**src/rtl/tmr_flags_pkg.sv**
```systemverilog
package tmr_flags_pkg;
    localparam int WORD_W    = 16;
    localparam int NUM_FLAGS = 5;
    localparam int NUM_DMA   = 3;

    // Bit positions of the flags; interrupt enables share them.
    localparam int FLAG_POS [NUM_FLAGS] = '{0, 1, 2, 5, 6};
    // Bit positions of DMA enables: channel 1, channel 2, trigger.
    localparam int DMA_POS  [NUM_DMA]   = '{9, 10, 14};

    localparam int IDX_UPD = 0;
    localparam int IDX_CH1 = 1;
    localparam int IDX_CH2 = 2;
    localparam int IDX_COM = 3;
    localparam int IDX_TRG = 4;

    localparam logic [WORD_W-1:0] STS_MASK = 16'h0067;
    localparam logic [WORD_W-1:0] CTL_MASK = 16'h4667;

    typedef enum logic {
        FLG_IDLE = 1'b0,
        FLG_PEND = 1'b1
    } flag_state_e;
endpackage

```
**src/rtl/tmr_upd_gate.sv**
```systemverilog
module tmr_upd_gate (
    input  logic rep_ovf,
    input  logic sw_upd,
    input  logic trig_reinit,
    input  logic upd_disable,
    input  logic upd_src_sel,
    output logic upd_set
);
    logic any_src_ok;
    logic counter_src_ok;

    always_comb begin
        // Counter over/underflow is only blocked by the disable bit.
        counter_src_ok = rep_ovf && !upd_disable;
        // Software and trigger sources also need source-select low.
        any_src_ok     = (sw_upd || trig_reinit) && !upd_disable && !upd_src_sel;
        upd_set        = counter_src_ok || any_src_ok;
    end
endmodule

```
**src/rtl/tmr_flag_cell.sv**
```systemverilog
module tmr_flag_cell
    import tmr_flags_pkg::*;
(
    input  logic clk,
    input  logic rst_n,
    input  logic set_i,
    input  logic clr_i,
    output logic flag_o
);
    flag_state_e state_q, state_d;

    always_ff @(posedge clk) begin
        if (!rst_n) state_q <= FLG_IDLE;
        else        state_q <= state_d;
    end

    always_comb begin
        state_d = state_q;
        unique case (state_q)
            FLG_IDLE: if (set_i)           state_d = FLG_PEND;
            FLG_PEND: if (clr_i && !set_i) state_d = FLG_IDLE;
            default:                       state_d = FLG_IDLE;
        endcase
    end

    always_comb flag_o = (state_q == FLG_PEND);

    assert_set_wins_R3: assert property (@(posedge clk) disable iff (!rst_n)
        set_i |=> flag_o);
    assert_clear_takes_R2: assert property (@(posedge clk) disable iff (!rst_n)
        (clr_i && !set_i) |=> !flag_o);
    assert_hold_quiet_R2: assert property (@(posedge clk) disable iff (!rst_n)
        (!clr_i && !set_i) |=> $stable(flag_o));
endmodule

```
**src/rtl/tmr_dma_req.sv**
```systemverilog
module tmr_dma_req #(
    parameter int N = 3
) (
    input  logic         clk,
    input  logic         rst_n,
    input  logic [N-1:0] evt_i,
    input  logic [N-1:0] en_i,
    output logic [N-1:0] req_o
);
    for (genvar i = 0; i < N; i++) begin : g_req
        always_ff @(posedge clk) begin
            if (!rst_n) req_o[i] <= 1'b0;
            else        req_o[i] <= evt_i[i] && en_i[i];
        end

        assert_dma_cause_R10: assert property (@(posedge clk) disable iff (!rst_n)
            req_o[i] |-> $past(evt_i[i] && en_i[i]));
        assert_dma_follow_R10: assert property (@(posedge clk) disable iff (!rst_n)
            (evt_i[i] && en_i[i]) |=> req_o[i]);
    end
endmodule

```
**src/rtl/tmr_evt_flags.sv**
```systemverilog
module tmr_evt_flags
    import tmr_flags_pkg::*;
(
    input  logic        clk,
    input  logic        rst_n,
    input  logic        evt_rep_ovf,
    input  logic        evt_sw_upd,
    input  logic        evt_trig_reinit,
    input  logic        upd_disable,
    input  logic        upd_src_sel,
    input  logic        evt_ch1,
    input  logic        evt_ch2,
    input  logic        evt_com,
    input  logic        evt_trig,
    input  logic        sts_wr,
    input  logic [15:0] sts_wdata,
    input  logic        ctl_wr,
    input  logic [15:0] ctl_wdata,
    input  logic        ccr1_rd,
    input  logic        ccr2_rd,
    output logic [15:0] sts_rdata,
    output logic [15:0] ctl_rdata,
    output logic        irq,
    output logic        dma_ch1,
    output logic        dma_ch2,
    output logic        dma_trig
);
    logic                 upd_set;
    logic [NUM_FLAGS-1:0] flag_set;
    logic [NUM_FLAGS-1:0] flag_clr;
    logic [NUM_FLAGS-1:0] flag_q;
    logic [NUM_FLAGS-1:0] rd_clr;
    logic [WORD_W-1:0]    ctl_q;
    logic [NUM_DMA-1:0]   dma_evt;
    logic [NUM_DMA-1:0]   dma_en;
    logic [NUM_DMA-1:0]   dma_req;

    tmr_upd_gate u_gate (
        .rep_ovf     (evt_rep_ovf),
        .sw_upd      (evt_sw_upd),
        .trig_reinit (evt_trig_reinit),
        .upd_disable (upd_disable),
        .upd_src_sel (upd_src_sel),
        .upd_set     (upd_set)
    );

    always_comb begin
        flag_set          = '0;
        flag_set[IDX_UPD] = upd_set;
        flag_set[IDX_CH1] = evt_ch1;
        flag_set[IDX_CH2] = evt_ch2;
        flag_set[IDX_COM] = evt_com;
        flag_set[IDX_TRG] = evt_trig;
        rd_clr            = '0;
        rd_clr[IDX_CH1]   = ccr1_rd;
        rd_clr[IDX_CH2]   = ccr2_rd;
    end

    for (genvar f = 0; f < NUM_FLAGS; f++) begin : g_flag
        always_comb flag_clr[f] = (sts_wr && !sts_wdata[FLAG_POS[f]]) || rd_clr[f];

        tmr_flag_cell u_cell (
            .clk    (clk),
            .rst_n  (rst_n),
            .set_i  (flag_set[f]),
            .clr_i  (flag_clr[f]),
            .flag_o (flag_q[f])
        );
    end

    always_ff @(posedge clk) begin
        if (!rst_n)      ctl_q <= '0;
        else if (ctl_wr) ctl_q <= ctl_wdata & CTL_MASK;
    end

    always_comb begin
        sts_rdata = '0;
        for (int f = 0; f < NUM_FLAGS; f++) sts_rdata[FLAG_POS[f]] = flag_q[f];
        ctl_rdata = ctl_q;
        irq       = |(sts_rdata & ctl_q & STS_MASK);
        dma_evt   = {evt_trig, evt_ch2, evt_ch1};
        for (int d = 0; d < NUM_DMA; d++) dma_en[d] = ctl_q[DMA_POS[d]];
    end

    tmr_dma_req #(.N(NUM_DMA)) u_dma (
        .clk   (clk),
        .rst_n (rst_n),
        .evt_i (dma_evt),
        .en_i  (dma_en),
        .req_o (dma_req)
    );

    always_comb begin
        dma_ch1  = dma_req[0];
        dma_ch2  = dma_req[1];
        dma_trig = dma_req[2];
    end

    assert_upd_blocked_R4: assert property (@(posedge clk) disable iff (!rst_n)
        (upd_disable && !sts_rdata[0]) |=> !sts_rdata[0]);
    assert_src_sel_gate_R5: assert property (@(posedge clk) disable iff (!rst_n)
        (upd_src_sel && !evt_rep_ovf && !sts_rdata[0]) |=> !sts_rdata[0]);
    assert_ccr_read_clears_R6: assert property (@(posedge clk) disable iff (!rst_n)
        (ccr1_rd && !evt_ch1) |=> !sts_rdata[1]);
    assert_ch_flag_cause_R6: assert property (@(posedge clk) disable iff (!rst_n)
        $rose(sts_rdata[2]) |-> $past(evt_ch2));
endmodule

```
**config.mk**
```make
export PLATFORM = sky130hd
export DESIGN_NAME = tmr_evt_flags
export DESIGN_NICKNAME = d
export VERILOG_FILES = /design/src/rtl/tmr_flags_pkg.sv /design/src/rtl/tmr_upd_gate.sv /design/src/rtl/tmr_flag_cell.sv /design/src/rtl/tmr_dma_req.sv /design/src/rtl/tmr_evt_flags.sv
export SDC_FILE = /design/constraint.sdc
export NUM_CORES = 1
export LEC_CHECK = 0
export BUFFER_PORTS_ARGS = -buffer_cell sky130_fd_sc_hd__buf_2
export CAP_MARGIN = 20
export CORE_MARGIN = 8
export CORE_UTILIZATION = 37
export DETAILED_ROUTE_END_ITERATION = 6
export PLACE_DENSITY = 0.8
export SLEW_MARGIN = 0
export SYNTH_ARGS = -nofsm -noshare
export SYNTH_HDL_FRONTEND = slang
export SYNTH_SLANG_ARGS = --single-unit
```
**constraint.sdc**
```tcl
create_clock -name clk -period 2.2 [get_ports clk]
set_input_delay 0.33 -clock clk [delete_from_list [all_inputs] [get_ports clk]]
set_output_delay 0.33 -clock clk [all_outputs]
set_load 0.02 [all_outputs]
```
# Word-level counts from Yosys, hierarchy flattened
# Index checks and enable logic that the tools add are counted.
word_totals:
  ff_bits: 16
  wordCells: 63
  mem_bits_ro: 0
  output_inout_bits: 36
  latch_bits: 0
  in_bits: 47
  ramBits: 0
  mem_count: 0
op_classes:
  addsub: 0
  shift: 0
  muxes: 15
  reduce_logical: 33
  n_lt_le_gt_ge: 0
  n_mul: 0
  div: 0
  bitwise: 6
  n_eq_ne: 0
ops:
  columns: ["cell", "count"]
  rows:
  - ["$logic_and 1x1->1", 16]
  - ["$logic_not 1->1", 12]
  - ["$mux 1", 10]
  - ["$pmux 1 s2", 5]
  - ["$and 7x7->7", 1]
  - ["$not 1->1", 5]
  - ["$reduce_or 5->1", 1]
  - ["$logic_or 1x1->1", 4]

# Depth between registers and ports, before layout
# Gate-level depths: netlist (run 1).
depth:
  ltp_word: 8
  depth_mapped: 3
  mapped_depth_nobuf: 3

# Modules after synthesis
# A second synthesis (run 1) with hierarchy kept.
hier_totals:
  hier_cells: 79
  area_unflattened_um2: 812.0
modules_own_cells:
  columns: ["module", "cells_each", "area_per_inst_um2", "instances"]
  rows:
  - ["tmr_evt_flags", 55, 510.5, 1]
  - ["tmr_flag_cell", 3, 41.3, 5]
  - ["tmr_dma_req", 6, 78.8, 1]
  - ["tmr_upd_gate", 3, 16.3, 1]

# Least setup slack after synthesis (run 1)
# Ideal clock, no wire load.
synth_path:
  kind: "reg2out"
  startpoint: "register ctl_q[5], in the netlist ctl_rdata[5]"
  endpoint: "output port irq"
  n_path_buf: 0
  required_time_ps: 1870
  stages_incl_launch_ff: 3
  slack_ps: 1000
  arrival_ps: 870
  cell_sequence: "dfxtp_1 a222oi_1 nand2_1"
synth_via:
  elab_chain_len: 2
synth_lines:
  columns: ["element", "line", "text"]
  rows:
  - ["start: declaration", "tmr_evt_flags.sv:33", "logic [WORD_W-1:0] ctl_q;"]
  - ["start signal: assignment", "tmr_evt_flags.sv:73", "else if (ctl_wr) ctl_q <= ctl_wdata & CTL_MASK;"]
  - ["$and 7x7->7", "tmr_evt_flags.sv:80", "irq = |(sts_rdata & ctl_q & STS_MASK);"]
  - ["$reduce_or 5->1", "tmr_evt_flags.sv:80", null]
  - ["end: declaration", "tmr_evt_flags.sv:23", "output logic irq,"]
# No other way between the ends.

# Worst setup path after layout (run 1)
layout_path:
  startpoint: "register g_flag[3].u_cell.state_q"
  endpoint: "output port irq"
layout_via:
  elab_chain_len: 2
layout_lines:
  columns: ["element", "line", "text"]
  rows:
  - ["start: declaration", "tmr_flag_cell.sv:10", "flag_state_e state_q, state_d;"]
  - ["start signal: assignment", "tmr_flag_cell.sv:14", "else state_q <= state_d;"]
  - ["$and 7x7->7", "tmr_evt_flags.sv:80", null]
  - ["$reduce_or 5->1", "tmr_evt_flags.sv:80", null]
# No other way between the ends.

==> flow_summary.ini, run 1 <==
[run_status]
status = complete, no violations

[detailed_routing]
drtAntennaViolNets = 0
drcViolationCount = 0
wl_per_cell_um = 12.10
drt_iter0_drc = 10
first_pass_iters = 4
vias = 623
viasPerCell = 4.126
routed_wl_mm = 1.827

[yosys]
synth_seq_area_share = 0.4013
synth-compound-area-share = 0.07524
synthTopCellsByArea = dfxtp_1, buf_4, nor2b_1
yosys_warnings = 0
ys_types = 17
netlist_instances = 83
syn_area_per_cell_sq_um = 9.618
synth_mux_area_frac = 0.1003
synth_top_area_share = 0.4013
synth-simple-area-share = 0.1771
synth-adder-area-share = 0
ys_ff_latch = 16
synth_area_leader_cell = dfxtp_1
syn_area_sq_um = 798.3
synth_top_family_by_area = buffers and inverters
synth-xor-area-share = 0

[global_routing]
grt_antenna_before_repair = 0
grt_pass1_vias = 686
overflow = 0
grt_util_all_layers = 0.09175
grt_pass1_wl_mm = 3.015
grt_max_degree = 17

[final_layout]
fin_cells = 151
drive_above_1_share = 0.3902
diodes = 0
fin_area_sq_um = 964.7
areaGrowthSynthToFinish_pct = 20.85
post-route-util = 0.4535
fillers = 234
layout_common_cells = buf_2, conb_1, dfxtp_1
fin_nets = 171
multi_input_area_sq_um = 352.8
seq_area_sq_um = 320.3
layout_commonest_cell = buf_2

[placement]
dpl_cell_area_sq_um = 928.4
gp_congestion = 0.6739
hpwl_mm = 1.559
post-place-ws_ns = 0.9708
port_buffers = 44
dp_cells = 147

[worst_setup_path]
crit_buf_inv = 1
worstPathArrival_ns = 1.19
path_max_fanout = 3
critPathMaxStageDelay_ns = 0.34
crit_type = reg2out
endpoint_kind = output pin
crit_chain = a222oi_1 -> nand2_1 -> buf_2
reg2reg_depth = 2
startpoint_type = flop
r2r_end = g_flag[1].u_cell.flag_o
cpMaxStageDelayCell = a222oi_1
rrSetupSlack_ns = 1.48
critical_path_required_ns = 1.87
critPathTopFamily = compound AO/OA/AOI/OAI gates
timing.rr.start = g_flag[1].u_cell.flag_o

[pwr]
powerDensity_nw_per_um2 = 663.3
vdd_drop_max_v = 0.0005581
p_leak_nw = 0.5289

[clock_network]
post_cts_buffers = 0
numCtsBuffers = 3
postCtsResizedCells = 0
hold_buffers = 0
cts_tree = built
root_buffer = clkbuf_4
cts_buffer_depth = 2
clock-sinks = 16
clock_latency_ns = 0.28
clkTransAtPathRegs_ns = 0.09
h-tree-depth = 1

[floorplanning]
die_h_um = 62.45
rows = 17
dieArea_sq_um = 3900
ios = 83
die_w_um = 62.45
initial_core_util = 0.3753
coreArea_sq_um = 2127

[timing]
final_max_slew_viol_count = 0
max_freq_ghz = 0.6558
rsz0062_at_grt = no
worst_slack_ns = 0.6751
setup-violations-final = 0
hold_violations = 0
fin_crit_sh = 0.6931
fin_setup_tns_ns = 0
fin_crit_ns = 1.525
skew_ns = 0.0002700

[min_path]
min_from = evt_ch2
hold-path-cell-count = 2
worstHoldEndpoint = g_flag[2].u_cell.flag_o
worstHoldPathType = in2reg

[run]
drv_cap = 0
per-stage QoR:
step	hold slack, ns	total power (W)
3_5_place_dp	0.4908	0.0004592
5_1_grt	0.2505	0.0006821
2_1_floorplan	0.4540	0.0004439
3_3_place_gp	0.4802	0.0004557
6_report	0.2684	0.0006398
4_1_cts	0.2555	0.0006524
cell usage after synthesis:
| cell | count |
|---|---|
| buf_4 | 25 |
| dfxtp_1 | 16 |
| nor2b_1 | 13 |
| mux2i_1 | 8 |
| a21oi_1 | 3 |
| and3_1 | 3 |
| nand2b_1 | 3 |
| nor3b_1 | 2 |
| o21a_1 | 2 |
| a21boi_1 | 1 |
| a222oi_1 | 1 |
| a22oi_1 | 1 |
| buf_2 | 1 |
| conb_1 | 1 |
| nand2_1 | 1 |
| nor2_1 | 1 |
| o21ai_0 | 1 |
registers in the layout (all words and copies together), names as in the netlist:
name                  cells
ctl_rdata                 8
g_flag.u_cell.flag_o      5
u_dma.req_o               3
layer usage:
| metal | routed length [um] | track usage |
|---|---|---|
| met1 | 666 | 0.08542 |
| met2 | 924 | 0.1656 |
| met3 | 236 | 0.06452 |
| met4 | 0 | 0.008547 |
| met5 | 0 | 0 |
worst max path at each step:
stage,startpoint,end,slack (ns),depth (start not counted)
2_1_floorplan,ctl_rdata[5],irq,1.00,2
3_3_place_gp,g_flag[3].u_cell.flag_o,irq,0.96,3
3_5_place_dp,g_flag[3].u_cell.flag_o,irq,0.97,3
4_1_cts,g_flag[3].u_cell.flag_o,irq,0.64,3
5_1_grt,g_flag[3].u_cell.flag_o,irq,0.60,3
6_report,g_flag[3].u_cell.flag_o,irq,0.68,3
cell type report:
cell class / instances / area share
Sequential cell: 16 / 0.3320
Tap cell: 28 / 0.03632
Timing Repair Buffer: 44 / 0.2283
Clock buffer: 4 / 0.03761
Multi-Input combinational cell: 59 / 0.3658
report_power, final:
group	switching, W	leakage [nW]	internal [W]
Sequential	0.0000109	0.132	0.000306
Clock	0.0000877	0.0210	0.000101
Combinational	0.0000843	0.376	0.0000502
Total	0.000183	0.529	0.000457
cell families after synthesis:
group           after synthesis
flops                        16
simple gates                 23
mux                           8
other cells                   1
compound gates                9
buf+inv                      26
No activity file was read; power rests on OpenSTA's default activity.
==> inputs of run 2 (changes only) <==
--- a/config.mk
+++ b/config.mk
@@ -7,10 +7,11 @@
 export LEC_CHECK = 0
 export BUFFER_PORTS_ARGS = -buffer_cell sky130_fd_sc_hd__buf_2
 export CAP_MARGIN = 20
+export CORE_ASPECT_RATIO = 0.6
 export CORE_MARGIN = 8
-export CORE_UTILIZATION = 37
+export CORE_UTILIZATION = 34
 export DETAILED_ROUTE_END_ITERATION = 6
-export PLACE_DENSITY = 0.8
+export PLACE_DENSITY = 0.74
 export SLEW_MARGIN = 0
 export SYNTH_ARGS = -nofsm -noshare
 export SYNTH_HDL_FRONTEND = slang
==> constraint.sdc (replaced) <==
create_clock -name clk -period 1.6 [get_ports clk]
set_input_delay 0.24 -clock clk [delete_from_list [all_inputs] [get_ports clk]]
set_output_delay 0.24 -clock clk [all_outputs]
set_load 0.02 [all_outputs]
==> flow_summary.ini, run 2 (synthesis gave the netlist of run 1 again) <==
[run_status]
status = complete, no violations

[floorplanning]
dieArea_sq_um = 4205
initial_core_util = 0.3635
ios = 83
rows = 13
coreArea_sq_um = 2196
die_w_um = 78.56
die_h_um = 53.53

[worst_setup_path]
crit_type = reg2out
endpoint_kind = output pin
reg2reg_depth = 2
startpoint_type = flop
critical_path_required_ns = 1.36
r2r_end = g_flag[2].u_cell.flag_o
path_max_fanout = 3
worstPathArrival_ns = 1.22
crit_start = g_flag[3].u_cell.flag_o
rrSetupSlack_ns = 0.87
timing.rr.start = g_flag[2].u_cell.flag_o

[clock_network]
cts_buffer_depth = 2
root_buffer = clkbuf_8
cts_tree = built
clock-sinks = 16
numCtsBuffers = 3
clkTransAtPathRegs_ns = 0.06
h-tree-depth = 1
post_cts_buffers = 0
postCtsResizedCells = 0
hold_buffers = 0
clock_latency_ns = 0.24

[detailed_routing]
first_pass_iters = 4
viasPerCell = 4.046
vias = 619
wl_per_cell_um = 12.88
drtAntennaViolNets = 0
drt_iter0_drc = 24
drcViolationCount = 0
routed_wl_mm = 1.970

[timing]
fin_setup_tns_ns = 0
rsz0062_at_grt = no
skew_ns = 0.0004757
fin_crit_sh = 0.9101
setup-violations-final = 0
hold_slack_ns = 0.2203
hold_violations = 0
fin_crit_ns = 1.456
final_max_slew_viol_count = 0
max_freq_ghz = 0.6868

[final_layout]
largest_register_ffs = 8
areaGrowthSynthToFinish_pct = 23.51
fin_nets = 171
post-route-util = 0.4490
fin_area_sq_um = 985.9
layout_commonest_cell = buf_2
drive_above_1_share = 0.3902
layout_common_cells = buf_2, conb_1, dfxtp_1
diodes = 0

[global_routing]
grt_pass1_vias = 629
grt_util_all_layers = 0.09198
grt_max_degree = 17
grt_pass1_wl_mm = 2.939
grt_antenna_before_repair = 0
overflow = 0

[pwr]
p_comb_frac = 0.192
swShare = 0.2669
netSwitchingPower_w = 0.0002579
seq_power_share = 0.453
power.internal_w = 0.0007082
p_leak_nw = 0.5367
powerDensity_nw_per_um2 = 979.8
vdd_drop_max_v = 0.0004162
power.share.clock = 0.355

[run]
drv_cap = 0

[min_path]
worstHoldPathType = in2reg
min_from = evt_ch2
hold-path-cell-count = 2
worstHoldEndpoint = g_flag[2].u_cell.flag_o

[placement]
port_buffers = 44
hpwl_mm = 1.709
gp_congestion = 0.6666
dpl_cell_area_sq_um = 930.9
[run 2: cell types whose count changed in the layout (fill, tap and decap cells not counted)]
cell      before  now
clkbuf_4       3    0
clkbuf_8       1    4
[run 2: metal layers]
layer,global-route usage,vias to the layer above,share of wire
li1,-,312,-
met5,0,-,0
met3,0.05482,2,0.11
met2,0.1587,33,0.49
met1,0.09204,272,0.38
met4,0.03659,0,0.013
[run 2: power by group through the flow]
stage,Sequential [W],Combinational [W],Clock (W)
after floorplan,0.000460,0.000151,0
after global placement,0.000445,0.000183,0
after detailed placement,0.000446,0.000186,0
after CTS,0.000437,0.000186,0.000361
after global routing,0.000441,0.000202,0.000386
final,0.000437,0.000186,0.000343
[run 2: through the flow]
step	worst slack [ns]	power (W)	std cells
2_1_floorplan	0.4901	0.0006103	101
3_3_place_gp	0.4587	0.0006281	149
3_5_place_dp	0.4098	0.0006320	149
4_1_cts	0.1362	0.0009847	153
5_1_grt	0.05412	0.001029	153
6_report	0.1439	0.0009661	153
[run 2: area by class of cell]
type                       count  area (sq um)
fill                         250          1210
sequential                    16         320.3
timing repair buffer          44         220.2
clock buffer                   4         55.05
multi-input combinational     59         352.8
tap                           30         37.54
[run 2: how the worst max path moves through the flow]
stage	end	slack, ns	depth (start not counted)
finish	irq	0.14	3
global route	irq	0.05	3
CTS	irq	0.14	3
detailed placement	irq	0.41	3
global placement	irq	0.46	3
floorplan	irq	0.49	2
[run 2: critical path: stages, from the launching register on]
cell	delay [ns]
dfxtp_1	0.33
a222oi_1	0.40
nand2_1	0.07
buf_2	0.17
==> inputs of run 3 (changes only) <==
--- a/config.mk
+++ b/config.mk
@@ -11,7 +11,7 @@
 export CORE_MARGIN = 8
 export CORE_UTILIZATION = 34
 export DETAILED_ROUTE_END_ITERATION = 6
-export PLACE_DENSITY = 0.74
+export PLACE_DENSITY = 0.81
 export SLEW_MARGIN = 0
 export SYNTH_ARGS = -nofsm -noshare
 export SYNTH_HDL_FRONTEND = slang
==> flow_summary.ini, run 3 (synthesis gave the netlist of run 1 again) <==
[timing]
hold_violations = 0
hold_slack_ns = 0.2331
fin_setup_tns_ns = 0
fin_crit_ns = 1.396
skew_ns = 0.0001422
setup-violations-final = 0
final_max_slew_viol_count = 0
rsz0062_at_grt = no
fin_crit_sh = 0.8726
max_freq_ghz = 0.7163

[worst_setup_path]
path_max_fanout = 3
startpoint_type = flop
critical_path_required_ns = 1.36
worstPathArrival_ns = 1.16
endpoint_kind = output pin
crit_type = reg2out

[detailed_routing]
vias = 627
wl_per_cell_um = 13.30
first_pass_iters = 4
drtAntennaViolNets = 0
drt_iter0_drc = 47
drcViolationCount = 0
routed_wl_mm = 2.035
viasPerCell = 4.098

[final_layout]
fin_nets = 171
layout_common_cells = buf_2, conb_1, dfxtp_1
fin_cells = 153
diodes = 0
drive_above_1_share = 0.3902
largest_register_ffs = 8
post-route-util = 0.4490
areaGrowthSynthToFinish_pct = 23.51
layout_commonest_cell = buf_2

[clock_network]
clock_latency_ns = 0.24
numCtsBuffers = 3
hold_buffers = 0
post_cts_buffers = 0
root_buffer = clkbuf_8
clkTransAtPathRegs_ns = 0.06
cts_buffer_depth = 2
h-tree-depth = 1
cts_tree = built
clock-sinks = 16
postCtsResizedCells = 0

[placement]
dp_cells = 149
gp_congestion = 0.6918
hpwl_mm = 1.724
port_buffers = 44

[run]
drv_cap = 0

[floorplanning]
initial_core_util = 0.3635
die_w_um = 78.56
coreArea_sq_um = 2196
rows = 13
die_h_um = 53.53
ios = 83
dieArea_sq_um = 4205

[global_routing]
grt_max_degree = 17
grt_antenna_before_repair = 0
overflow = 0
grt_pass1_wl_mm = 3.049
grt_pass1_vias = 661
grt_util_all_layers = 0.09231

[run_status]
status = complete, no violations

[pwr]
powerDensity_nw_per_um2 = 988.6
vdd_drop_max_v = 0.0002536
p_leak_nw = 0.5367

[min_path]
worstHoldPathType = in2reg
==> run 3: through the flow <==
step / instance area (sq um) / setup WS (ns) / total power, W
after floorplan: 865.8 / 0.4901 / 0.0006103
after global placement: 930.9 / 0.4667 / 0.0006270
after detailed placement: 930.9 / 0.4719 / 0.0006324
after CTS: 985.9 / 0.2039 / 0.0009839
after global routing: 985.9 / 0.1029 / 0.001028
final: 985.9 / 0.2039 / 0.0009747
==> run 3: layout make-up <==
type                       count  area (sq um)
clock buffer                   4         55.05
fill                         234          1210
multi-input combinational     59         352.8
sequential                    16         320.3
tap                           30         37.54
timing repair buffer          44         220.2
==> run 3: layer usage <==
layer  global-route usage  share of wire  wire length, um  up-vias
li1                     -              -                -      309
met3              0.04319           0.12              249        2
met1              0.08142           0.33              663      289
met2               0.1806           0.54             1100       27
met4              0.04573          0.011               22        0
met5                    0              0                0        -
==> run 3: power breakdown <==
part / switching [W] / internal (W)
Sequential: 0.0000148 / 0.000421
Combinational: 0.000119 / 0.0000691
Clock: 0.000133 / 0.000218
==> run 3: path summary, 6_finish.rpt <==
| kind | from | cells after the start | slack [ns] | endpoint |
|---|---|---|---|---|
| max | g_flag[3].u_cell.flag_o | 3 | 0.20 | irq |
| min | evt_com | 3 | 0.23 | g_flag[3].u_cell.flag_o |
| max reg2reg | g_flag[2].u_cell.flag_o | 2 | 0.85 | g_flag[2].u_cell.flag_o |
| min reg2reg | ctl_rdata[10] | 1 | 0.49 | u_dma.req_o[1] |
==> run 3: worst max-delay path, stage by stage, from the launching register on <==
cell and delay [ns]:
dfxtp_1 0.33, a222oi_1 0.35, nand2_1 0.07, buf_2 0.17
